[config.mk]
export PLATFORM = sky130hd
export DESIGN_NAME = uart_frame_rx
export DESIGN_NICKNAME = d
export VERILOG_FILES = /design/src/rtl/uart_rx_pkg.sv /design/src/rtl/uart_rx_sync.sv /design/src/rtl/uart_rx_bit_timer.sv /design/src/rtl/uart_rx_shifter.sv /design/src/rtl/uart_rx_parity.sv /design/src/rtl/uart_frame_rx.sv
export SDC_FILE = /design/constraint.sdc
export NUM_CORES = 1
export LEC_CHECK = 0
export BUFFER_PORTS_ARGS = -buffer_cell sky130_fd_sc_hd__buf_4
export CORE_MARGIN = 5
export CORE_UTILIZATION = 55
export DETAILED_ROUTE_END_ITERATION = 16
export PLACE_DENSITY = 0.76
export SYNTH_ARGS = -nofsm -noshare
export SYNTH_HDL_FRONTEND = slang
export SYNTH_SLANG_ARGS = --single-unit
[constraint.sdc]
create_clock -name clk -period 4.5 [get_ports clk]
set_input_delay 0.225 -clock clk [delete_from_list [all_inputs] [get_ports clk]]
set_output_delay 0.225 -clock clk [all_outputs]
set_load 0.01 [all_outputs]
[src/rtl/uart_rx_pkg.sv]
package uart_rx_pkg;

   localparam int unsigned MIN_DATA_BITS = 5;

   typedef enum logic [2:0] {
      PAR_NONE = 3'd0,
      PAR_ODD  = 3'd1,
      PAR_EVEN = 3'd2,
      PAR_ZERO = 3'd3,
      PAR_ONE  = 3'd4
   } par_mode_e;

   typedef enum logic [2:0] {
      ST_IDLE,
      ST_START,
      ST_DATA,
      ST_PARITY,
      ST_STOP
   } rx_state_e;

   // Unused codes fall back to "no parity bit".
   function automatic par_mode_e decode_par(input logic [2:0] code);
      case (code)
         3'd1:    return PAR_ODD;
         3'd2:    return PAR_EVEN;
         3'd3:    return PAR_ZERO;
         3'd4:    return PAR_ONE;
         default: return PAR_NONE;
      endcase
   endfunction

endpackage

[src/rtl/uart_rx_sync.sv]
// Resynchronises the serial line and flags a high-to-low transition.
module uart_rx_sync #(
   parameter int STAGES = 2
) (
   input  logic clk,
   input  logic rst,
   input  logic line_i,
   output logic line_o,
   output logic fall_o
);
   logic [STAGES-1:0] chain_q;
   logic              prev_q;

   if (STAGES < 2) begin : g_bad_stages
      $error("uart_rx_sync: STAGES must be at least 2");
   end

   always_ff @(posedge clk) begin
      if (rst) begin
         chain_q <= '1;
         prev_q  <= 1'b1;
      end else begin
         chain_q <= {chain_q[STAGES-2:0], line_i};
         prev_q  <= chain_q[STAGES-1];
      end
   end

   assign line_o = chain_q[STAGES-1];
   assign fall_o = prev_q & ~chain_q[STAGES-1];
endmodule

[src/rtl/uart_rx_bit_timer.sv]
// Down-counter producing a tick at each bit centre.
module uart_rx_bit_timer #(
   parameter int CPB_W = 16
) (
   input  logic             clk,
   input  logic             rst,
   input  logic             load_half_i,
   input  logic             run_i,
   input  logic [CPB_W-1:0] period_i,
   output logic             tick_o
);
   logic [CPB_W-1:0] cnt_q;
   logic [CPB_W-1:0] half_m1;
   logic [CPB_W-1:0] full_m1;

   assign half_m1 = (period_i >> 1) - 1'b1;
   assign full_m1 = period_i - 1'b1;

   always_ff @(posedge clk) begin
      if (rst) begin
         cnt_q <= '0;
      end else if (load_half_i) begin
         cnt_q <= half_m1;
      end else if (run_i) begin
         if (cnt_q == '0) cnt_q <= full_m1;
         else             cnt_q <= cnt_q - 1'b1;
      end
   end

   assign tick_o = run_i && (cnt_q == '0);
endmodule

[src/rtl/uart_rx_shifter.sv]
// Data word assembly; length and order are selected at run time.
module uart_rx_shifter #(
   parameter int MAX_BITS = 9,
   parameter int NB_W     = 4
) (
   input  logic                clk,
   input  logic                rst,
   input  logic                clear_i,
   input  logic                shift_i,
   input  logic                bit_i,
   input  logic                msb_first_i,
   input  logic [NB_W-1:0]     nbits_i,
   output logic [MAX_BITS-1:0] word_o,
   output logic [MAX_BITS-1:0] word_nxt_o
);
   logic [MAX_BITS-1:0] word_q;
   logic [NB_W-1:0]     top_pos;

   assign top_pos = nbits_i - 1'b1;

   for (genvar i = 0; i < MAX_BITS; i++) begin : g_bit
      logic from_up;
      logic from_dn;
      if (i == MAX_BITS - 1) begin : g_top
         assign from_up = 1'b0;
      end else begin : g_mid_up
         assign from_up = word_q[i+1];
      end
      if (i == 0) begin : g_bot
         assign from_dn = bit_i;
      end else begin : g_mid_dn
         assign from_dn = word_q[i-1];
      end
      assign word_nxt_o[i] = (NB_W'(i) >= nbits_i) ? 1'b0 :
                             msb_first_i            ? from_dn :
                             (NB_W'(i) == top_pos)  ? bit_i : from_up;
   end

   always_ff @(posedge clk) begin
      if (rst || clear_i) word_q <= '0;
      else if (shift_i)   word_q <= word_nxt_o;
   end

   assign word_o = word_q;
endmodule

[src/rtl/uart_rx_parity.sv]
// Parity verdict for the assembled word and the sampled parity bit.
module uart_rx_parity
   import uart_rx_pkg::*;
#(
   parameter int MAX_BITS = 9
) (
   input  par_mode_e           mode_i,
   input  logic [MAX_BITS-1:0] word_i,
   input  logic                pbit_i,
   output logic                bad_o
);
   logic ones_odd;
   assign ones_odd = ^word_i;

   always_comb begin
      case (mode_i)
         PAR_ODD:  bad_o = ~(ones_odd ^ pbit_i);
         PAR_EVEN: bad_o = ones_odd ^ pbit_i;
         PAR_ZERO: bad_o = pbit_i;
         PAR_ONE:  bad_o = ~pbit_i;
         default:  bad_o = 1'b0;
      endcase
   end
endmodule

[src/rtl/uart_frame_rx.sv]
module uart_frame_rx
   import uart_rx_pkg::*;
#(
   parameter int CPB_W       = 16,
   parameter int MAX_BITS    = 9,
   parameter int NB_W        = $clog2(MAX_BITS + 1),
   parameter int SYNC_STAGES = 2
) (
   input  logic                clk,
   input  logic                rst,
   input  logic                rx_line_i,
   input  logic [CPB_W-1:0]    cfg_cpb_i,
   input  logic [NB_W-1:0]     cfg_nbits_i,
   input  logic                cfg_msb_first_i,
   input  logic [2:0]          cfg_parity_i,
   output logic [MAX_BITS-1:0] word_o,
   output logic                word_valid_o,
   output logic                start_err_o,
   output logic                parity_err_o,
   output logic                stop_err_o
);
   localparam logic [NB_W-1:0] NB_MIN = NB_W'(MIN_DATA_BITS);
   localparam logic [NB_W-1:0] NB_MAX = NB_W'(MAX_BITS);

   if (MAX_BITS < int'(MIN_DATA_BITS) || MAX_BITS > 16) begin : g_bad_bits
      $error("uart_frame_rx: MAX_BITS out of range");
   end
   if (CPB_W < 3) begin : g_bad_cpb
      $error("uart_frame_rx: CPB_W too small");
   end

   rx_state_e           state_q;
   logic [NB_W-1:0]     bit_idx_q;
   logic [NB_W-1:0]     nb_eff;
   par_mode_e           par_mode;
   logic                line_s, fall_s, tick;
   logic                par_bad;
   logic [MAX_BITS-1:0] shf_word, shf_nxt;

   assign nb_eff   = (cfg_nbits_i < NB_MIN) ? NB_MIN :
                     (cfg_nbits_i > NB_MAX) ? NB_MAX : cfg_nbits_i;
   assign par_mode = decode_par(cfg_parity_i);

   uart_rx_sync #(.STAGES(SYNC_STAGES)) u_sync (
      .clk    (clk),
      .rst    (rst),
      .line_i (rx_line_i),
      .line_o (line_s),
      .fall_o (fall_s)
   );

   uart_rx_bit_timer #(.CPB_W(CPB_W)) u_timer (
      .clk         (clk),
      .rst         (rst),
      .load_half_i (state_q == ST_IDLE && fall_s),
      .run_i       (state_q != ST_IDLE),
      .period_i    (cfg_cpb_i),
      .tick_o      (tick)
   );

   uart_rx_shifter #(.MAX_BITS(MAX_BITS), .NB_W(NB_W)) u_shift (
      .clk         (clk),
      .rst         (rst),
      .clear_i     (state_q == ST_IDLE && fall_s),
      .shift_i     (state_q == ST_DATA && tick),
      .bit_i       (line_s),
      .msb_first_i (cfg_msb_first_i),
      .nbits_i     (nb_eff),
      .word_o      (shf_word),
      .word_nxt_o  (shf_nxt)
   );

   uart_rx_parity #(.MAX_BITS(MAX_BITS)) u_par (
      .mode_i (par_mode),
      .word_i (shf_word),
      .pbit_i (line_s),
      .bad_o  (par_bad)
   );

   always_ff @(posedge clk) begin
      if (rst) begin
         state_q      <= ST_IDLE;
         bit_idx_q    <= '0;
         word_o       <= '0;
         word_valid_o <= 1'b0;
         start_err_o  <= 1'b0;
         parity_err_o <= 1'b0;
         stop_err_o   <= 1'b0;
      end else begin
         word_valid_o <= 1'b0;
         start_err_o  <= 1'b0;
         parity_err_o <= 1'b0;
         stop_err_o   <= 1'b0;
         case (state_q)
            ST_IDLE: begin
               if (fall_s) state_q <= ST_START;
            end
            ST_START: begin
               if (tick) begin
                  start_err_o <= line_s;
                  bit_idx_q   <= '0;
                  state_q     <= ST_DATA;
               end
            end
            ST_DATA: begin
               if (tick) begin
                  if (bit_idx_q == nb_eff - 1'b1) begin
                     word_o       <= shf_nxt;
                     word_valid_o <= 1'b1;
                     state_q      <= (par_mode == PAR_NONE) ? ST_STOP : ST_PARITY;
                  end else begin
                     bit_idx_q <= bit_idx_q + 1'b1;
                  end
               end
            end
            ST_PARITY: begin
               if (tick) begin
                  parity_err_o <= par_bad;
                  state_q      <= ST_STOP;
               end
            end
            ST_STOP: begin
               if (tick) begin
                  stop_err_o <= ~line_s;
                  state_q    <= ST_IDLE;
               end
            end
            default: state_q <= ST_IDLE;
         endcase
      end
   end
endmodule

==> results.yml, run 1 <==
outcome:
  outcome: "complete, no violations"
logic_synthesis:
  synth_cells: 400
  yosys.area.top_type_share_pct: 30.70
  synthDistinctLibCells: 60
  yosysWarnings: 0
  ys_ff_latch: 48
  synth-main-ff-cell: "dfxtp_1"
  synthTopCellsByArea: "dfxtp_1 (31%), nor2_1 (5.3%), nand2_1 (5.2%)"
  synth_nets: 433
  synth_edf_count: 0
  synthArstFlopShare_pct: 0
  synth_top_area_cell: "dfxtp_1"
  netlist_area_um2: 3131
  syn_avg_cell_area_um2: 7.826
  ys_seq_area_share_pct: 30.70
clock_tree:
  post_cts_buffers: 0
  clk_path_buf_depth: 2
  cts_tree: "done"
  cts_max_level: 2
  post_cts_resized: 0
  cts.reportedPaths.clkPinSlew_ns: 0.09
  clock_latency_ns: 0.30
  root_buffer: "clkbuf_8"
  ctsHoldBuffers: 0
  cts_sinks: 48
  cts_buffers: 5
floorplanning:
  die_width_um: 85.45
  rows: 27
  die_y_um: 85.45
  core_um2: 5507
  start_util_pct: 56.85
  ioPinCount: 40
  dieArea_um2: 7301
worst_setup_path:
  crit_type: "reg -> reg"
  cp.arrival_ns: 3.89
  worstPathMaxFanout: 12
  setup.worst_path.start_class: "register"
  reg2reg_slack_ns: 0.83
  r2r_end: "u_timer.cnt_q[14]$_SDFFE_PP0P_"
  cp.required_ns: 4.72
  worstReg2RegStart: "state_q[2]$_SDFFE_PP0P_"
  reg2regPathDepth: 12
  end_kind: "register"
power_and_ir_drop:
  seqPwrFrac_pct: 32.0
  peakVddDrop_uv: 293.6
  p_comb_share_pct: 52.9
  netSwitchingFraction_pct: 44.13
  clkPwrFrac_pct: 15.1
  powerDensity_nw_per_um2: 510.0
  leakage_nw: 1.275
  p_switching_uw: 797.5
  p_int_mw: 1.010
routing:
  ant_nets: 0
  routed_wl_mm: 7.917
  drc: 0
  first_pass_iters: 5
  vias: 3066
  viasPerCell: 6.120
  dr.first_iter.drc_count: 169
  wl_per_cell_um: 15.80
finish:
  area_growth_pct: 13.19
  final_nets: 461
  antennaDiodeCount: 0
  fill_cells: 510
  final_area_um2: 3543
  final_common_cell: "dfxtp_1"
  most-common-layout-cells: "dfxtp_1 (48), nor2_1 (44), buf_4 (44), nand2_1 (43), a21oi_1 (29)"
  drive_gt1_share_pct: 17.02
  fin_cells: 501
global_routing:
  track_usage_pct: 22.28
  grt_pass1_vias: 2857
  antenna_found_initial: 0
  overflow: 0
  grt_max_degree: 41
  grt_pass1_wl_mm: 13.62
placement:
  placement.io_buffers: 39
  gp_congestion: 0.9668
  place_ws_ns: 0.8535
  dpl.hpwl_mm: 5.706
  placed_cell_area_um2: 3451
  post-place-cells: 493
sta:
  fin_crit_ns: 3.666
  layout_setup_ws_ns: 0.8345
  fin_setup_tns_ns: 0
  rsz0062_at_grt: "false"
  drv_slew: 0
  finClkSkew_ns: 0.01116
  finalCritPeriodShare_pct: 81.46
  fmax_ghz: 0.2728
  setup_viol: 0
  worst_pin_slew_ns: 0.9252
  relSlewSlack_pct: 38.17
  hold_violations: 0
hold_path:
  hp-class: "in -> reg"
  min_from: "rx_line_i"
  whs_path_depth: 2
  min_to: "u_sync.chain_q[0]$_SDFF_PP1_"
run:
  cap_viol_max_count: 0
==> layer usage <==
metal	global-route usage [%]	up-vias	part of all wire, %
met2	38.56	84	50
met1	28.91	1451	44
met3	3.786	4	5.3
met4	4.892	0	0.71
met5	0	-	0
li1	-	1527	-
==> final cells by class <==
cell class,count,area [um2],area share [%]
Clock inverter,2,10.01,0.2825
Multi-Input combinational cell,324,2051,57.87
Sequential cell,48,960.9,27.12
Clock buffer,6,82.58,2.331
Inverter,5,18.77,0.5297
Timing Repair Buffer,44,330.3,9.322
Tap cell,72,90.09,2.542
==> power groups by stage <==
stage / registers, mW / logic (mW) / clock network, mW
floorplan: 0.551 / 0.761 / 0
global placement: 0.583 / 0.942 / 0
detailed placement: 0.585 / 0.943 / 0
CTS: 0.574 / 0.948 / 0.280
global route: 0.589 / 1.07 / 0.297
finish: 0.579 / 0.956 / 0.272
==> synthesized netlist by cell type (2+ instances only) <==
| cell type | number |
|---|---|
| or2_2 | 5 |
| nor4_1 | 10 |
| inv_1 | 5 |
| nand2_1 | 43 |
| o22ai_1 | 3 |
| buf_1 | 2 |
| a21oi_1 | 29 |
| clkbuf_1 | 15 |
| mux2i_1 | 15 |
| o21a_1 | 4 |
| xor2_1 | 3 |
| o2111ai_1 | 2 |
| o31a_1 | 2 |
| nor3_1 | 12 |
| o31ai_1 | 4 |
| nand3b_1 | 2 |
| a31oi_1 | 7 |
| a31o_2 | 2 |
| or3_4 | 2 |
| nor3b_1 | 4 |
| or3_1 | 6 |
| mux2_2 | 3 |
| nor2_1 | 44 |
| nor4b_1 | 2 |
| buf_2 | 5 |
| ha_1 | 6 |
| or4_1 | 2 |
| a311oi_1 | 5 |
| and3_1 | 2 |
| nor2b_1 | 6 |
| a211o_1 | 2 |
| and4_1 | 2 |
| nand2b_1 | 5 |
| a211oi_1 | 14 |
| o21ai_0 | 24 |
| xnor2_1 | 16 |
| nand3_1 | 10 |
| o211ai_1 | 6 |
| dfxtp_1 | 48 |
==> kinds of logic (layout without fill, tap and decap cells) <==
group | after synthesis | after routing | share of synthesized area [%]
simple gates | 166 | 166 | 27.46
xor+xnor | 20 | 20 | 6.035
fa+ha+maj | 6 | 6 | 2.398
flops | 48 | 48 | 30.70
compound gates | 114 | 114 | 23.74
mux | 18 | 18 | 5.875
buf+inv | 28 | 57 | 3.797
==> sequential cells by signal (all words and copies together), names as in the netlist <==
| signal | cells |
|---|---|
| bit_idx_q | 4 |
| parity_err_o | 1 |
| start_err_o | 1 |
| state_q | 3 |
| stop_err_o | 1 |
| u_shift.word_o | 9 |
| u_sync.chain_q | 2 |
| u_sync.prev_q | 1 |
| u_timer.cnt_q | 16 |
| word_o | 9 |
| word_valid_o | 1 |
==> worst max-delay path: stages, from the launching register on <==
cell and delay (ns):
dfxtp_1 0.44, or3_4 0.50, nor2_1 0.11, buf_4 0.18, nor2_1 0.06, a21oi_1 0.14
ha_1 0.25, or4b_2 0.59, a31oi_1 0.25, nor2_2 0.11, or3_1 0.33, or4_1 0.40
a311oi_1 0.25
==> worst max-delay path by stage <==
stage	slack, ns	cells past startpoint	endpoint	from
finish	0.83	12	u_timer.cnt_q[14]$_SDFFE_PP0P_	state_q[2]$_SDFFE_PP0P_
global route	0.59	12	u_timer.cnt_q[14]$_SDFFE_PP0P_	state_q[2]$_SDFFE_PP0P_
CTS	0.84	12	u_timer.cnt_q[14]$_SDFFE_PP0P_	state_q[2]$_SDFFE_PP0P_
detailed placement	0.85	12	u_timer.cnt_q[14]$_SDFFE_PP0P_	state_q[2]$_SDFFE_PP0P_
global placement	0.97	12	u_timer.cnt_q[14]$_SDFFE_PP0P_	state_q[2]$_SDFFE_PP0P_
floorplan	0.52	14	u_timer.cnt_q[14]$_SDFFE_PP0P_	state_q[2]$_SDFFE_PP0P_
==> metrics by stage <==
step / utilization, % / hold slack, ns / power, mW
finish: 64.35 / 0.1087 / 1.807
detailed placement: 62.67 / 0.4125 / 1.527
floorplan: - / 0.3288 / 1.312
global placement: 62.67 / 0.4090 / 1.525
CTS: 64.35 / 0.09642 / 1.802
global route: 64.35 / 0.1005 / 1.960
No activity file was read; power rests on OpenSTA's default activity.
==> run 2: changes to the inputs <==
- CORE_UTILIZATION: 55 -> 53
- PLACE_DENSITY: 0.76 -> 0.77
- clock period: 4.5 -> 3.02 ns (I/O delays scaled with it)
==> run 2 against run 1 <==
  * The run now ends with setup timing left
  * Register-to-register slack got worse by 1.0 ns
  * Clock power grew 50%
  * Via count increased by 13%
  * Non-clock buffer count grew 44
  * Critical path type unchanged
==> results.yml, run 2 (synthesis gave the netlist of run 1 again) <==
floorplanning:
  rows: 28
  core_um2: 5816
  start_util_pct: 53.83
  die_width_um: 86.86
  dieArea_um2: 7544
  ioPinCount: 40
  die_y_um: 86.86
routing:
  drc: 0
  vias: 3457
  ant_nets: 0
  routed_wl_mm: 9.324
  viasPerCell: 6.308
  dr.first_iter.drc_count: 248
  wl_per_cell_um: 17.01
  first_pass_iters: 5
finish:
  drive_gt1_share_pct: 30.87
  largest-register: "u_timer.cnt_q"
  antennaDiodeCount: 0
  fill_cells: 474
  multi_input_area_um2: 2198
  final_area_um2: 4039
  area_growth_pct: 29.02
  final_common_cell: "buf_4"
  largest_registers: "u_timer.cnt_q x16, u_shift.word_o x9, word_o x9"
  largest_register_ffs: 16
  regArea_um2: 973.4
  most-common-layout-cells: "buf_4 (88), nand2_1 (43), nor2_1 (42), dfxtp_1 (38), a21oi_1 (26)"
  final_nets: 505
  fin_cells: 548
power_and_ir_drop:
  netSwitchingFraction_pct: 43.65
  peakVddDrop_uv: 510.9
  p_comb_share_pct: 63.6
  leakage_nw: 1.532
  seqPwrFrac_pct: 24.5
  p_switching_mw: 1.484
  p_int_mw: 1.916
  powerDensity_nw_per_um2: 841.7
  clkPwrFrac_pct: 12.0
worst_setup_path:
  crit_slowest_cell: "or4_4"
  cpMostUsedCell: "a21oi_2"
  path_depth: 13
  worstPathMaxFanout: 5
  r2r_end: "u_timer.cnt_q[14]$_SDFFE_PP0P_"
  crit_path_end: "u_timer.cnt_q[14]$_SDFFE_PP0P_"
  reg2regPathDepth: 13
  crit_chain: "nor4_2 > nand4_1 > nor3_4 > a21oi_2 > nor2_2 > a21oi_2 > ha_2 > or4b_4 > a31oi_4 > nor2_4 > or3_4 > or4_4 > a311oi_2"
  path_buf_inv: 0
  crit_type: "reg -> reg"
  cp-startpoint: "u_timer.cnt_q[4]$_SDFFE_PP0P_"
  worstReg2RegStart: "u_timer.cnt_q[4]$_SDFFE_PP0P_"
  cp_top_family: "simple AND/OR/NAND/NOR gates"
  end_kind: "register"
  cp.arrival_ns: 3.40
  reg2reg_slack_ns: -0.17
  setup.worst_path.start_class: "register"
  cp.required_ns: 3.23
  max_stage_delay_ns: 0.52
sta:
  hold_violations: 0
  fmax_ghz: 0.3133
  layout_setup_ws_ns: -0.1721
  drv_slew: 0
  rsz0062_at_grt: "true"
  fin_crit_ns: 3.192
  finalCritPeriodShare_pct: 105.7
  worst_pin_slew_ns: 0.7345
  setup_viol: 3
  finClkSkew_ns: 0.01219
  relSlewSlack_pct: 50.61
clock_tree:
  cts_max_level: 2
  root_buffer: "clkbuf_8"
  cts_sinks: 48
  clock_latency_ns: 0.31
  clk_path_buf_depth: 2
  cts.reportedPaths.clkPinSlew_ns: 0.09
  cts_tree: "done"
  cts_buffers: 5
placement:
  placement.io_buffers: 39
  place_ws_ns: -0.1827
  post-place-cells: 537
  dpl.hpwl_mm: 6.615
  placed_cell_area_um2: 3797
  gp_congestion: 0.9070
global_routing:
  grt_max_degree: 41
  track_usage_pct: 24.38
  antenna_found_initial: 0
  grt_pass1_wl_mm: 14.84
  grt_pass1_vias: 3264
  overflow: 0
hold_path:
  hp-class: "in -> reg"
  whs_path_depth: 2
outcome:
  outcome: "finished, violations left"
  violations: "setup timing"
run:
  cap_viol_max_count: 0
## run 2: changes by cell type in the layout (fill, tap and decap cells not counted), sizes merged
| cell | before | now |
|---|---|---|
| clkbuf | 6 | 7 |
| clkinvlp | 0 | 1 |
| buf | 44 | 88 |
| clkinv | 2 | 0 |
## run 2: metal layers
layer / up-vias / global-route usage [%] / wire length (um)
met2: 173 / 41.34 / 4512
met3: 37 / 4.257 / 683
li1: 1611 / - / -
met4: 0 / 10.76 / 336
met1: 1636 / 30.11 / 3791
met5: - / 0 / 0
## run 2: timing repair
| action | CTS | global route |
|---|---|---|
| setup buffers | 3 | 3 |
| pin swaps | 7 | 17 |
| resized for setup | 11 | 20 |
| cloned | 0 | 0 |
| hold buffers | 0 | 0 |
| setup endpoints to repair | 3 | 6 |
## run 2: power by group through the flow
stage / Combinational, mW / Clock, mW / Sequential [mW]
2_1_floorplan: 1.18 / 0 / 0.821
3_3_place_gp: 1.88 / 0 / 0.793
3_5_place_dp: 1.92 / 0 / 0.798
4_1_cts: 1.98 / 0.412 / 0.794
5_1_grt: 2.31 / 0.432 / 0.842
6_report: 2.16 / 0.407 / 0.832
## run 2: how the worst min path moves through the flow
stage / start / end / slack, ns
after floorplan: rx_line_i / u_sync.chain_q[0]$_SDFF_PP1_ / 0.25
after global placement: rx_line_i / u_sync.chain_q[0]$_SDFF_PP1_ / 0.34
after detailed placement: rx_line_i / u_sync.chain_q[0]$_SDFF_PP1_ / 0.34
after CTS: rx_line_i / u_sync.chain_q[0]$_SDFF_PP1_ / 0.02
after global routing: rx_line_i / u_sync.chain_q[0]$_SDFF_PP1_ / 0.01
final: rx_line_i / u_sync.chain_q[0]$_SDFF_PP1_ / 0.03
## run 2: layout make-up
class	instances	share of cell area [%]
clock inverters	1	0.1859
multi-input cells	324	54.43
inverters	5	0.4647
clock buffers	7	2.138
flip-flops and latches	48	24.10
well taps	75	2.323
repair buffers	88	16.36
## run 2: through the flow
| stage | util [%] | setup TNS (ns) | power (mW) | hold WS (ns) |
|---|---|---|---|---|
| 2_1_floorplan | - | -0.6500 | 1.997 | 0.2548 |
| 3_3_place_gp | 65.30 | -0.08389 | 2.675 | 0.3356 |
| 3_5_place_dp | 65.30 | -0.3278 | 2.718 | 0.3392 |
| 4_1_cts | 67.58 | -0.1459 | 3.182 | 0.01909 |
| 5_1_grt | 69.45 | -0.6870 | 3.585 | 0.01182 |
| 6_report | 69.45 | -0.2442 | 3.400 | 0.02978 |
## run 2: worst reg2reg max path, cell delays in order, from the launching register on
cell and delay [ns]:
dfxtp_1 0.39, nor4_2 0.08, nand4_1 0.17, nor3_4 0.08, a21oi_2 0.15, nor2_2 0.06, a21oi_2 0.10, ha_2 0.20
or4b_4 0.47, a31oi_4 0.23, nor2_4 0.07, or3_4 0.34, or4_4 0.52, a311oi_2 0.24
